## config.mk

```make
export PLATFORM = sky130hd
export DESIGN_NAME = can_bit_timer
export DESIGN_NICKNAME = d
export VERILOG_FILES = /design/src/rtl/can_bt_pkg.sv /design/src/rtl/can_bt_qcounter.sv /design/src/rtl/can_bt_sampler.sv /design/src/rtl/can_bit_timer.sv
export SDC_FILE = /design/constraint.sdc
export NUM_CORES = 1
export LEC_CHECK = 0
export BUFFER_PORTS_ARGS = -buffer_cell sky130_fd_sc_hd__buf_2
export CAP_MARGIN = 0
export CORE_MARGIN = 2
export CORE_UTILIZATION = 58
export CTS_BUF_LIST = sky130_fd_sc_hd__clkbuf_8
export DETAILED_ROUTE_END_ITERATION = 10
export GPL_ROUTABILITY_DRIVEN = 0
export HOLD_SLACK_MARGIN = 0.12
export PLACE_DENSITY = 0.81
export SYNTH_ARGS = -nofsm -noshare
export SYNTH_HDL_FRONTEND = slang
export SYNTH_SLANG_ARGS = --single-unit
```

## constraint.sdc

```tcl
create_clock -name clk -period 3.09 [get_ports clk]
set_input_delay 0.618 -clock clk [delete_from_list [all_inputs] [get_ports clk]]
set_output_delay 0.618 -clock clk [all_outputs]
set_load 0.01 [all_outputs]
```

## src/rtl/can_bt_pkg.sv

```systemverilog
package can_bt_pkg;
  localparam int SEG1_W = 4;
  localparam int SEG2_W = 3;
  // highest quantum index in a bit: sync + longest seg1 + longest seg2 - 1
  localparam int LAST_MAX = (1 << SEG1_W) + (1 << SEG2_W);
  localparam int CNT_W = $clog2(LAST_MAX + 1);

  function automatic logic maj3(input logic a, input logic b, input logic c);
    return (a & b) | (a & c) | (b & c);
  endfunction
endpackage

```

## src/rtl/can_bt_qcounter.sv

```systemverilog
module can_bt_qcounter
  import can_bt_pkg::*;
#(
  parameter int S1W = SEG1_W,
  parameter int S2W = SEG2_W,
  parameter int CW  = CNT_W
) (
  input  logic           clk,
  input  logic           rst,
  input  logic           tq_en,
  input  logic [S1W-1:0] seg1_cfg,
  input  logic [S2W-1:0] seg2_cfg,
  output logic           ev_start,
  output logic           ev_sample,
  output logic           ev_last
);
  logic [CW-1:0]  q_idx;
  logic [S1W-1:0] s1_lat;
  logic [S2W-1:0] s2_lat;
  logic [CW-1:0]  smp_idx;
  logic [CW-1:0]  last_idx;

  // sample quantum and last quantum, from the lengths captured for this bit
  assign smp_idx  = CW'(s1_lat) + CW'(1);
  assign last_idx = CW'(s1_lat) + CW'(s2_lat) + CW'(2);

  assign ev_start  = tq_en && (q_idx == '0);
  assign ev_sample = tq_en && (q_idx != '0) && (q_idx == smp_idx);
  assign ev_last   = tq_en && (q_idx != '0) && (q_idx == last_idx);

  always_ff @(posedge clk) begin
    if (rst) begin
      q_idx  <= '0;
      s1_lat <= '0;
      s2_lat <= '0;
    end else if (tq_en) begin
      if (q_idx == '0) begin
        s1_lat <= seg1_cfg;
        s2_lat <= seg2_cfg;
        q_idx  <= CW'(1);
      end else if (q_idx == last_idx) begin
        q_idx <= '0;
      end else begin
        q_idx <= q_idx + CW'(1);
      end
    end
  end

  // the counter never runs past the last quantum of the current bit
  a_r2_idx_in_range: assert property (@(posedge clk) disable iff (rst)
    (q_idx == '0) || (q_idx <= last_idx));
  // the last quantum is followed by the sync quantum
  a_r2_wrap_to_sync: assert property (@(posedge clk) disable iff (rst)
    ev_last |=> (q_idx == '0));
  // without a quantum enable the counter holds
  a_r9_hold_idle: assert property (@(posedge clk) disable iff (rst)
    !tq_en |=> $stable(q_idx));
  // captured lengths change only on a bit start
  a_r8_lat_stable: assert property (@(posedge clk) disable iff (rst)
    !ev_start |=> ($stable(s1_lat) && $stable(s2_lat)));
endmodule

```

## src/rtl/can_bt_sampler.sv

```systemverilog
module can_bt_sampler
  import can_bt_pkg::*;
(
  input  logic clk,
  input  logic rst,
  input  logic tq_en,
  input  logic ev_sample,
  input  logic triple,
  input  logic rx_in,
  output logic rx_bit
);
  logic [1:0] hist;   // [0] previous quantum, [1] two quanta back
  logic       smp_val;

  assign smp_val = triple ? maj3(rx_in, hist[0], hist[1]) : rx_in;

  always_ff @(posedge clk) begin
    if (rst) begin
      hist   <= 2'b11;
      rx_bit <= 1'b1;
    end else if (tq_en) begin
      hist <= {hist[0], rx_in};
      if (ev_sample) rx_bit <= smp_val;
    end
  end

  // the received bit moves only when a sample is taken
  a_r7_rx_hold: assert property (@(posedge clk) disable iff (rst)
    !ev_sample |=> $stable(rx_bit));
  // three agreeing line values always win
  a_r6_unanimous: assert property (@(posedge clk) disable iff (rst)
    (ev_sample && triple && rx_in && hist == 2'b11) |=> rx_bit);
endmodule

```

## src/rtl/can_bit_timer.sv

```systemverilog
module can_bit_timer
  import can_bt_pkg::*;
(
  input  logic              clk,
  input  logic              rst,
  input  logic              tq_en,
  input  logic [SEG1_W-1:0] seg1_len_m1,
  input  logic [SEG2_W-1:0] seg2_len_m1,
  input  logic              triple_smp,
  input  logic              rx_in,
  output logic              tx_point,
  output logic              smp_point,
  output logic              rx_bit,
  output logic              bit_done
);
  logic ev_start, ev_sample, ev_last;

  can_bt_qcounter #(.S1W(SEG1_W), .S2W(SEG2_W), .CW(CNT_W)) cnt_i (
    .clk      (clk),
    .rst      (rst),
    .tq_en    (tq_en),
    .seg1_cfg (seg1_len_m1),
    .seg2_cfg (seg2_len_m1),
    .ev_start (ev_start),
    .ev_sample(ev_sample),
    .ev_last  (ev_last)
  );

  can_bt_sampler smp_i (
    .clk      (clk),
    .rst      (rst),
    .tq_en    (tq_en),
    .ev_sample(ev_sample),
    .triple   (triple_smp),
    .rx_in    (rx_in),
    .rx_bit   (rx_bit)
  );

  always_ff @(posedge clk) begin
    if (rst) begin
      tx_point  <= 1'b0;
      smp_point <= 1'b0;
      bit_done  <= 1'b0;
    end else begin
      tx_point  <= ev_start;
      smp_point <= ev_sample;
      bit_done  <= ev_last;
    end
  end

  // strobes belong to a quantum enable one clock earlier
  a_r10_strobe_after_tq: assert property (@(posedge clk) disable iff (rst)
    (tx_point || smp_point || bit_done) |-> $past(tq_en));
  // strobes are single clocks wide
  a_r10_tx_single: assert property (@(posedge clk) disable iff (rst)
    tx_point |=> !tx_point);
  a_r10_smp_single: assert property (@(posedge clk) disable iff (rst)
    smp_point |=> !smp_point);
  // the sample point never coincides with the sync quantum
  a_r4_no_overlap: assert property (@(posedge clk) disable iff (rst)
    !(tx_point && smp_point));
  // received bit is steady outside sample strobes
  a_r7_rx_port_hold: assert property (@(posedge clk) disable iff (rst)
    !smp_point |-> $stable(rx_bit));
endmodule

```

---- After elaboration in Yosys (flattened, before gate mapping) ----
Cells that the tools add are included.
storage, ports and cells
  bits in registers ....................... 18
  input bits .............................. 12
  output and inout bits ................... 4
  word-level logic and storage cells ...... 30
cells by class
  $add $sub $neg .......................... 4
  eq/ne operators ......................... 2
  multiplexer cells ....................... 3
  bitwise gates (word level) .............. 5
  reduce and logical (&&, ||, !) cells .... 8
operators by type and width
  operator             count
  $eq 5x5->1           2
  $mux 5               2
  $add 4x1->5 const B  1
  $add 4x3->5          1
  $add 5x1->5 const B  1
  $add 5x2->5 const B  1
  $logic_not 5->1      1
  $reduce_bool 5->1    1
  $logic_and 1x1->1    4
  $reduce_and 2->1     2
  $and 1x1->1          3
  $or 1x1->1           2
  $mux 1               1

---- Depth between registers and ports, before layout ----
Gate-level depths: netlist of the first run.
  depth in word-level cells ............... 5
  mapped depth ............................ 10
  mapped depth without buffers ............ 10

---- Cells and area by module ----
Synthesis of the first run repeated with hierarchy kept, for this count alone.
unflattened totals
  cell total of the unflattened synthesis .. 127
  area, all modules ....................... 1092.3 um^2
by module, submodules not included
  module           times used  cells an instance  area each (um^2)  sequential area each (um^2)
  can_bt_qcounter  1           106                883.3             240.2
  can_bt_sampler   1           15                 130.1             60.1
  can_bit_timer    1           6                  78.8              60.1

---- Worst setup path before layout of the first run ----
No wires, ideal clock.
  kind .................................... register to register
  from .................................... register cnt_i.s1_lat[1]
  to ...................................... register cnt_i.q_idx[1]
  setup time .............................. 128 ps
  arrival time ............................ 2081 ps
  required time ........................... 2962 ps
  slack ................................... 881 ps
  cell stages (with the launch flop) ...... 11
  path buffers ............................ 0
  period minus slack after synthesis ...... 2209 ps
  cells stage by stage .................... dfxtp_1 -> inv_1 -> ha_1 -> inv_1 -> ha_1 -> fa_1 -> xor2_1 -> nor3_1 -> o221ai_2 -> a32oi_1 -> nor2_1
between the ends
  cells in the longest elaborated chain, start to end .. 5
ends and longest elaborated chain
  item                    RTL line               text
  from (decl)             can_bt_qcounter.sv:18  logic [S1W-1:0] s1_lat;
  from (signal assigned)  can_bt_qcounter.sv:38  s1_lat <= seg1_cfg;
  $add 4x3->5             can_bt_qcounter.sv:25  assign last_idx = CW'(s1_lat) + CW'(s2_lat) + CW'(2);
  $add 5x2->5             can_bt_qcounter.sv:25
  $eq 5x5->1              can_bt_qcounter.sv:41  end else if (q_idx == last_idx) begin
  $mux 5                  can_bt_qcounter.sv:41
  $mux 5                  can_bt_qcounter.sv:37  if (q_idx == '0) begin
  to (signal assigned)    can_bt_qcounter.sv:44  q_idx <= q_idx + CW'(1);
  to (decl)               can_bt_qcounter.sv:17  logic [CW-1:0] q_idx;
No other way between the ends.
A chain may end at the register's enable or synchronous reset.

---- Worst setup path in the final report of the first run ----
Ends and elaborated chain as after synthesis.

==> results of run 1 <==
## flip-flops by register name, summed over array words and instances (netlist names)
| name | cells |
|---|---|
| cnt_i.s2_lat | 3 |
| smp_i.hist | 2 |
| tx_point | 1 |
| smp_point | 1 |
| bit_done | 1 |
| smp_i.rx_bit | 1 |
| cnt_i.s1_lat | 4 |
| cnt_i.q_idx | 5 |
## worst paths after layout
path                   startpoint         endpoint  slack, ns  cells past startpoint
hold reg to reg   cnt_i.s2_lat[1]  cnt_i.s2_lat[1]       0.46                      2
hold / removal    cnt_i.s2_lat[1]  cnt_i.s2_lat[1]       0.46                      2
setup reg to reg  cnt_i.s1_lat[1]   cnt_i.q_idx[1]       0.66                     10
setup / recovery  cnt_i.s1_lat[1]   cnt_i.q_idx[1]       0.66                     10
## cell families (layout without fill, tap and decap cells)
kind of cell | count (synthesis) | in the layout | share of synthesized area [%]
AO/OA/AOI/OAI | 22 | 22 | 13.3
XOR/XNOR | 12 | 12 | 9.86
adder cells (fa/ha/maj) | 10 | 10 | 12.4
buffers and inverters | 13 | 25 | 6.10
flip-flops | 18 | 18 | 33.8
AND/OR/NAND/NOR | 46 | 46 | 24.5
## critical path: stages, from the launching register on
cell	delay [ns]
dfxtp_1	0.37
inv_1	0.06
ha_1	0.26
inv_1	0.04
ha_1	0.21
fa_1	0.46
xor2_1	0.15
nor3_1	0.25
o221ai_2	0.22
a32oi_1	0.24
nor2_1	0.05
## layout make-up
class	count	area, um2	area share, %
multi-input cells	90	641	54.5
flip-flops and latches	18	360	30.7
repair buffers	15	75.1	6.39
clock buffers	3	41.3	3.51
well taps	25	31.3	2.66
inverters	7	26.3	2.24
## layer usage
metal,up-vias,share of wire (%),routed length (um),global-route usage (%)
met2,14,45,854,32.3
met5,-,0,0,0
met1,381,51,978,28.3
met4,0,1.5,29,8.33
met3,5,3.0,57,4.62
li1,445,-,-,-
## cell usage after synthesis (all sizes together)
library cell / number / area, um2
nand2b: 2 / 20.0
nor4b: 2 / 32.5
and3b: 1 / 8.76
nor4: 1 / 12.5
nor3: 3 / 15.0
ha: 9 / 113
nor3b: 1 / 7.51
a211o: 3 / 26.3
inv: 7 / 26.3
a31oi: 1 / 6.26
a21oi: 12 / 60.1
clkbuf: 3 / 11.3
nor2: 6 / 22.5
a32oi: 1 / 8.76
o221ai: 1 / 15.0
nand3: 14 / 70.1
nand2: 11 / 41.3
buf: 3 / 27.5
nor2b: 2 / 12.5
o21ai: 2 / 10.0
xor2: 7 / 61.3
dfxtp: 18 / 360
nand4: 2 / 12.5
a21boi: 1 / 7.51
fa: 1 / 20.0
xnor2: 5 / 43.8
and2: 1 / 6.26
a211oi: 1 / 7.51
## power groups by stage
stage	registers, uW	logic (uW)	clock network, uW
4_1_cts	254	90.7	163
3_5_place_dp	259	90.2	0
5_1_grt	256	103	171
6_report	254	90.1	160
3_3_place_gp	259	86.5	0
2_1_floorplan	258	70.3	0
## stage by stage
| stage | std cells | setup WS [ns] | power (uW) | utilization [%] | hold WS [ns] |
|---|---|---|---|---|---|
| finish | 158 | 0.662 | 504 | 68.0 | 0.460 |
| global route | 158 | 0.515 | 530 | 68.0 | 0.488 |
| CTS | 158 | 0.672 | 508 | 68.0 | 0.464 |
| detailed placement | 155 | 0.683 | 350 | 65.7 | 0.455 |
| global placement | 155 | 0.796 | 346 | 65.7 | 0.444 |
| floorplan | 121 | 0.881 | 328 | - | 0.436 |
==> impl_metrics.toml, run 1 <==
[pwr]
p_leak_uw = 0.000507
ir_drop_mv = 0.448
p_clk_share_pct = 31.7
power.internal_uw = 369
power_density_mw_per_mm2 = 429
seqPwrFrac_pct = 50.4
p_switching_uw = 135
swShare_pct = 26.7
p_comb_share_pct = 17.9

[placement]
placed_area_mm2 = 0.00113
portBuffers = 15
dp_hpwl_um = 1430

[sta]
worstMarginPinSlew_ns = 0.657
max_freq_ghz = 0.412
drv_slew = 0
finalCritPeriodShare_pct = 78.6
rsz0062_at_grt = "no"
setup_tns_ns = 0
fin_skew_ns = 0.00209
fin_crit_ns = 2.43
hold_viol_final = 0
relSlewSlack_pct = 56.0
setup_viol = 0

[yosys]
synth_seq_cells = 18
synth_nets = 143
syn_inst = 121
synth_area_mm2 = 0.00107
synth.distinct_cells = 32
yosys_warnings = 0
syn_avg_cell_area_um2 = 8.81
ys_seq_area_share_pct = 33.8

[setup_path]
worst-path-max-fanout = 7
end_kind = "register"
path_class = "reg -> reg"
start_kind = "register"
arrival_ns = 2.56
cp.required_ns = 3.22

[die]
coreArea_mm2 = 0.00173
dieWidth_um = 46.9
die_h_um = 46.9
row_count = 15
dieArea_mm2 = 0.00220
io_pins = 16
start_util_pct = 61.7

[flow_run]
drv_cap = 0

[grt]
grt_pass1_vias = 743
grt_max_degree = 21
grt_pass1_wl_um = 3210
antenna_found_initial = 0
grt_overflow = 0
grt_util_all_layers_pct = 20.9

[routing]
routed_wl_um = 1920
drc = 0
vias_per_cell = 5.35
drt-pass1-iter-count = 4
drt-initial-drc-count = 24
detail_route.wl_per_cell_um = 12.1
ant_nets = 0
num_vias = 845

[cells_and_area]
layout_common_cells = "dfxtp_1, buf_2, nand3_1"
finish.instance_area_mm2 = 0.00117
drive_gt1_share_pct = 17.3
area_growth_pct = 10.2
nFillCells = 164
final_common_cell = "dfxtp_1"
antenna_cells = 0
nets = 157

[cts]
insertion_delay_ns = 0.25
post-cts-setup-buffers = 0
hold_buffers = 0
numClockSinks = 18
clkSlewWorstSetupHoldPaths_ns = 0.06
clock-root-buffer = "clkbuf_8"
ctsResizeCount = 0
cts_buffer_depth = 2
cts_tree = "yes"
numCtsBuffers = 3
htreeDepth = 1

[hold_path]
hold_class = "reg -> reg"

[status]
status = "completed"
Note: power is estimated with default switching activity, not from simulation.
==> run 2: changes to the inputs <==
--- a/config.mk
+++ b/config.mk
@@ -5,15 +5,16 @@
 export SDC_FILE = /design/constraint.sdc
 export NUM_CORES = 1
 export LEC_CHECK = 0
+export ABC_AREA = 1
 export BUFFER_PORTS_ARGS = -buffer_cell sky130_fd_sc_hd__buf_2
 export CAP_MARGIN = 0
 export CORE_MARGIN = 2
-export CORE_UTILIZATION = 58
+export CORE_UTILIZATION = 53
 export CTS_BUF_LIST = sky130_fd_sc_hd__clkbuf_8
 export DETAILED_ROUTE_END_ITERATION = 10
 export GPL_ROUTABILITY_DRIVEN = 0
 export HOLD_SLACK_MARGIN = 0.12
-export PLACE_DENSITY = 0.81
+export PLACE_DENSITY = 0.77
 export SYNTH_ARGS = -nofsm -noshare
 export SYNTH_HDL_FRONTEND = slang
 export SYNTH_SLANG_ARGS = --single-unit
==> constraint.sdc (replaced) <==
create_clock -name clk -period 2.06 [get_ports clk]
set_input_delay 0.412 -clock clk [delete_from_list [all_inputs] [get_ports clk]]
set_output_delay 0.412 -clock clk [all_outputs]
set_load 0.01 [all_outputs]
==> run 2 against run 1 <==
The run now ends with setup timing left. Setup slack got worse by 0.74 ns. Hold slack got worse by 0.067 ns. Combinational power rose to 2.6 times the previous value. Die area rose by 23%. Area after synthesis rose by 14%. First-iteration DRC count fell by 54%. Count of clock-buffer cells in the layout rose by 1. Largest power group unchanged.
==> impl_metrics.toml, run 2 <==
[yosys]
synth_seq_cells = 18
yosysMostFrequentCell = "nand2_1"
ys_seq_area_share_pct = 29.5
synth_compound_area_share_pct = 11.4
syn_inst = 162
synthArstFlopShare_pct = 0
synth_area_mm2 = 0.00122
synth.distinct_cells = 27
synth_top_family_by_area = "simple AND/OR/NAND/NOR gates"
synth_common_cells = "nand2_1, dfxtp_1, inv_1, nand3_1, ha_1"
yosys-top-cells-area = "dfxtp_1, nand2_1, ha_1, nand3_1, inv_1"
synth_nets = 184
synth-adder-area-share_pct = 10.9
synth_mux_area_share_pct = 0
yosys_warnings = 0
synth_enable_flop_cells = 0
yosys.area.top_type = "dfxtp_1"
synth-simple-area-share_pct = 29.8
synthFlopType = "dfxtp_1"
yosysTopAreaCellShare_pct = 29.5
syn_avg_cell_area_um2 = 7.53
synth-xor-area-share_pct = 5.03

[sta]
max_freq_ghz = 0.467
rsz0062_at_grt = "yes"
fin_crit_ns = 2.14
worstMarginPinSlew_ns = 0.369
finalCritPeriodShare_pct = 104
drv_slew = 0
hold_viol_final = 0
relSlewSlack_pct = 75.3
setup_viol = 6
fin_ws_ns = -0.0819
fin_skew_ns = 0.00187

[setup_path]
worst-path-max-fanout = 6
cpMostUsedCell = "nand2_1"
cp_cell_sequence = "inv_2 > ha_4 > inv_2 > ha_4 > fa_1 > inv_1 > nand2_1 > nand2_1 > nor2_1 > nand2_1 > nor2_2 > nand2_4 > nand2_1 > a21oi_2"
path_class = "reg -> reg"
crit_slowest_cell = "fa_1"
max_stage_delay_ns = 0.51
arrival_ns = 2.29
cp.required_ns = 2.21
start_kind = "register"
end_kind = "register"

[hold_path]
hold_class = "in -> reg"

[cells_and_area]
postLayoutCoreUtil_pct = 65.4
area_growth_pct = 17.4
drive_gt1_share_pct = 34.8
final_common_cell = "nand2_1"
layout_common_cells = "nand2_1, dfxtp_1, buf_2"
regMostFlops = "cnt_i.q_idx"
largestRegisters = "cnt_i.q_idx x5, cnt_i.s1_lat x4, cnt_i.s2_lat x3"
antenna_cells = 0
nFillCells = 193
largest_reg_flops = 5
nets = 207
finish.instance_area_mm2 = 0.00143

[die]
io_pins = 16
start_util_pct = 55.7
dieWidth_um = 52.0
die_h_um = 52.0
coreArea_mm2 = 0.00219
row_count = 17
dieArea_mm2 = 0.00270

[pwr]
ir_drop_mv = 0.496
power_density_mw_per_mm2 = 634
p_leak_uw = 0.000680

[grt]
grt_pass1_vias = 1052
met1_usage_pct = 24.7
met3_usage_pct = 3.45
grtUsageMet2_pct = 41.8
top_usage_layer = "met2"
antenna_found_initial = 0
grt_max_degree = 13
grt_overflow = 0
grt_pass1_wl_um = 4420
grt_util_all_layers_pct = 22.5

[cts]
clock-root-buffer = "clkbuf_8"
numCtsBuffers = 3
cts_tree = "yes"
numClockSinks = 18
hold_buffers = 0
clkSlewWorstSetupHoldPaths_ns = 0.07
cts_buffer_depth = 2
htreeDepth = 1
insertion_delay_ns = 0.26

[status]
failed_checks = "setup timing"
status = "complete, but fails checks"

[routing]
drc = 0
ant_nets = 0
drt-initial-drc-count = 11
drt-pass1-iter-count = 4
detail_route.wl_per_cell_um = 11.8
num_vias = 1069
vias_per_cell = 5.04
routed_wl_um = 2510

[placement]
placed_area_mm2 = 0.00131
portBuffers = 15
dp_hpwl_um = 1910

[flow_run]
drv_cap = 0
## run 2: changes by cell type after synthesis, sizes merged, moves of 3 or more
| cell | delta |
|---|---|
| nand2 | +35 |
| o21ai | +5 |
| nor2 | +7 |
| inv | +18 |
| clkbuf | -3 |
| xor2 | -3 |
| a211o | -3 |
## run 2: per-layer routing
metal  wire (um)  part of all wire [%]  vias to the layer above
met4          49                   2.0                        0
met1        1050                    42                      502
met2        1370                    55                       10
met3          44                   1.8                        5
met5           0                     0                        -
li1            -                     -                      552
## run 2: power breakdown
part / total (uW) / switching, uW / leakage (uW) / internal [uW]
clock: 292 / 122 / 0.0000288 / 170
combinational: 232 / 135 / 0.000503 / 96.8
sequential: 383 / 16.3 / 0.000148 / 367
total: 908 / 274 / 0.000680 / 634
## run 2: repair_timing
item / 4_1_cts / 5_1_grt
pin swaps: 4 / 6
buffers inserted: 2 / 1
endpoints found under the setup margin: 6 / 6
gates resized for setup: 7 / 5
## run 2: through the flow
step	instances	setup slack, ns	TNS (ns)	hold slack [ns]	total power (uW)
after floorplan	162	0.0186	0	0.429	545
after global placement	205	-0.0187	-0.0719	0.440	588
after detailed placement	205	-0.111	-0.593	0.446	598
after CTS	211	-0.0565	-0.271	0.392	905
after global routing	212	-0.207	-1.18	0.405	959
final	212	-0.0819	-0.395	0.393	908
## run 2: layout make-up
cell class | count | area (um2) | area share (%)
clock buffer | 4 | 55.1 | 3.84
inverter | 25 | 109 | 7.60
multi-input combinational | 114 | 737 | 51.4
sequential | 18 | 362 | 25.2
tap | 28 | 35.0 | 2.45
timing repair buffer | 23 | 135 | 9.43
## run 2: worst max-delay path, delay by kind of cell (launching register included)
family                     cells  cell delay [ns]
adders and majority gates      3             0.92
and+or+nand+nor                7             0.56
DFF                            1             0.35
buffers and inverters          3             0.15
AOI/OAI and AO/OA              1             0.05
## run 2: cells by family after synthesis
family	Yosys count
AO/OA/AOI/OAI	22
XOR/XNOR	7
buffers and inverters	30
flip-flops	18
adder cells (fa/ha/maj)	10
AND/OR/NAND/NOR	75
## run 2: worst paths after layout
check             startpoint        endpoint  slack [ns]  cells after the start
max          cnt_i.s1_lat[1]  cnt_i.q_idx[1]       -0.08                     14
min                    rx_in   smp_i.hist[0]        0.39                      3
max reg2reg  cnt_i.s1_lat[1]  cnt_i.q_idx[1]       -0.08                     14
min reg2reg     smp_i.rx_bit    smp_i.rx_bit        0.46                      2
==> run 3: changes to the inputs <==
==> constraint.sdc (replaced) <==
create_clock -name clk -period 2.06 [get_ports clk]
set_input_delay 0 -clock clk [delete_from_list [all_inputs] [get_ports clk]]
set_output_delay 0 -clock clk [all_outputs]
set_load 0.01 [all_outputs]
==> run 3 against run 2 <==
The run still ends with setup timing left. Wire length increased by 20%. Final cell count grew 6.6%. Clock skew increased by 0.0018 ns. First-iteration DRC count up 140%. Count of clock-buffer cells in the layout unchanged. Combinational power rose by 11%. Sequential share of layout area is 2.0 points lower. Setup slack gained 0.013 ns. Final area is 10% higher. Largest power group unchanged. Critical endpoint unchanged.
==> impl_metrics.toml, run 3 (synthesized netlist as in run 2, its figures left out) <==
[pwr]
p_clk_share_pct = 31.4
power_uw = 937
power.internal_uw = 651
p_switching_uw = 286
ir_drop_mv = 0.448
p_leak_uw = 0.000751
swShare_pct = 30.5
seqPwrFrac_pct = 41.0
p_comb_share_pct = 27.6
power_density_mw_per_mm2 = 593

[grt]
top_usage_layer = "met2"
grtUsageMet2_pct = 49.4
antenna_found_initial = 0
met3_usage_pct = 3.45
met1_usage_pct = 27.0
grt_pass1_vias = 1201
grt_util_all_layers_pct = 25.7
grt_overflow = 0
grt_pass1_wl_um = 5050
grt_max_degree = 13

[die]
start_util_pct = 55.7
coreArea_mm2 = 0.00219
dieWidth_um = 52.0
dieArea_mm2 = 0.00270
io_pins = 16
row_count = 17
die_h_um = 52.0

[setup_path]
crit_slowest_cell = "fa_1"
end_kind = "register"
start_kind = "register"
rrSetupSlack_ns = -0.07
max_stage_delay_ns = 0.51
worstSetupEndpoint = "cnt_i.q_idx[1]"
r2r-end = "cnt_i.q_idx[1]"
cp_num_cells = 14
cp-startpoint = "cnt_i.s1_lat[1]"
cpMostUsedCell = "nand2_1"
ff2ff_path_depth = 14
crit_family = "adder cells"
cp.required_ns = 2.20
arrival_ns = 2.27
cp.buffers_inverters = 3
path_class = "reg -> reg"
cp_cell_sequence = "inv_2 > ha_4 > inv_2 > ha_4 > fa_1 > inv_1 > nand2_1 > nand2_1 > nor2_1 > nand2_1 > nor2_2 > nand2_4 > nand2_1 > a21oi_2"
r2r-start = "cnt_i.s1_lat[1]"
worst-path-max-fanout = 6

[sta]
drv_slew = 0
setup_viol = 6
fin_skew_ns = 0.00369
fin_ws_ns = -0.0689
max_freq_ghz = 0.470
relSlewSlack_pct = 74.8
hold_viol_final = 0
setup_tns_ns = -0.332
fin_crit_ns = 2.13
finalCritPeriodShare_pct = 103
worstMarginPinSlew_ns = 0.377
rsz0062_at_grt = "yes"

[placement]
dp_slack_ns = -0.111
dp_hpwl_um = 1910
portBuffers = 15

[cells_and_area]
area_growth_pct = 29.5
regArea_um2 = 367
layout_common_cells = "nand2_1, dfxtp_1, buf_2"
final_common_cell = "nand2_1"
regMostFlops = "cnt_i.q_idx"
largestRegisters = "cnt_i.q_idx x5, cnt_i.s1_lat x4, cnt_i.s2_lat x3"
drive_gt1_share_pct = 32.8
antenna_cells = 0
multi_input_area_um2 = 739
largest_reg_flops = 5
nets = 221
nFillCells = 156

[cts]
cts_tree = "yes"
insertion_delay_ns = 0.26
clock-root-buffer = "clkbuf_8"
numClockSinks = 18
cts_buffer_depth = 2
numCtsBuffers = 3
htreeDepth = 1
clkSlewWorstSetupHoldPaths_ns = 0.07

[routing]
num_vias = 1171
detail_route.wl_per_cell_um = 13.3
routed_wl_um = 3020
drt-initial-drc-count = 26
drc = 0
vias_per_cell = 5.18
drt-pass1-iter-count = 4
ant_nets = 0

[status]
failed_checks = "setup timing"
status = "complete, but fails checks"

[hold_path]
hold_class = "in -> reg"

[flow_run]
drv_cap = 0
run 3: cell types whose count changed in the layout (fill, tap and decap cells not counted), sizes merged:
cell         before  now
dlygate4sd3       0   14
run 3: power by group through the flow:
stage / logic [uW] / clock network (uW) / registers [uW]
2_1_floorplan: 156 / 0 / 389
3_3_place_gp: 200 / 0 / 389
3_5_place_dp: 208 / 0 / 390
4_1_cts: 241 / 300 / 383
5_1_grt: 288 / 309 / 386
6_report: 258 / 294 / 384
run 3: per-layer routing:
metal	vias to the layer above	part of all wire, %
met4	0	3.1
li1	578	-
met2	39	54
met1	544	39
met5	-	0
met3	10	3.7
run 3: worst min path at each step:
stage | end | from | depth (start not counted)
after floorplan | smp_i.hist[0] | rx_in | 2
after global placement | smp_i.hist[0] | rx_in | 3
after detailed placement | smp_i.hist[0] | rx_in | 3
after CTS | cnt_i.q_idx[2] | rst | 2
after global routing | smp_i.hist[0] | tq_en | 3
final | smp_i.hist[0] | tq_en | 3
run 3: area by class of cell:
class / instances / share of cell area (%)
well taps: 28 / 2.22
inverters: 25 / 6.89
clock buffers: 4 / 3.48
multi-input cells: 114 / 46.8
repair buffers: 37 / 17.4
flip-flops and latches: 18 / 23.2
run 3: repair_timing:
action                     CTS  global route
buffers inserted             2             1
hold buffers                13             2
pin swaps                    4             3
hold endpoints to repair    15             4
resized for setup            7             8
setup endpoints to repair    6            10
run 3: per-stage QoR:
step	std cells	area, um2	hold WS [ns]	util (%)
floorplan	162	1220	0.126	-
global placement	205	1310	0.238	60.0
detailed placement	205	1310	0.250	60.0
CTS	224	1540	0.0591	70.4
global route	226	1580	0.158	72.1
finish	226	1580	0.137	72.1
run 3: worst min-delay path, stage by stage:
cell and delay [ns]:
buf_2 0.19, nand2_1 0.09, nand3_1 0.07
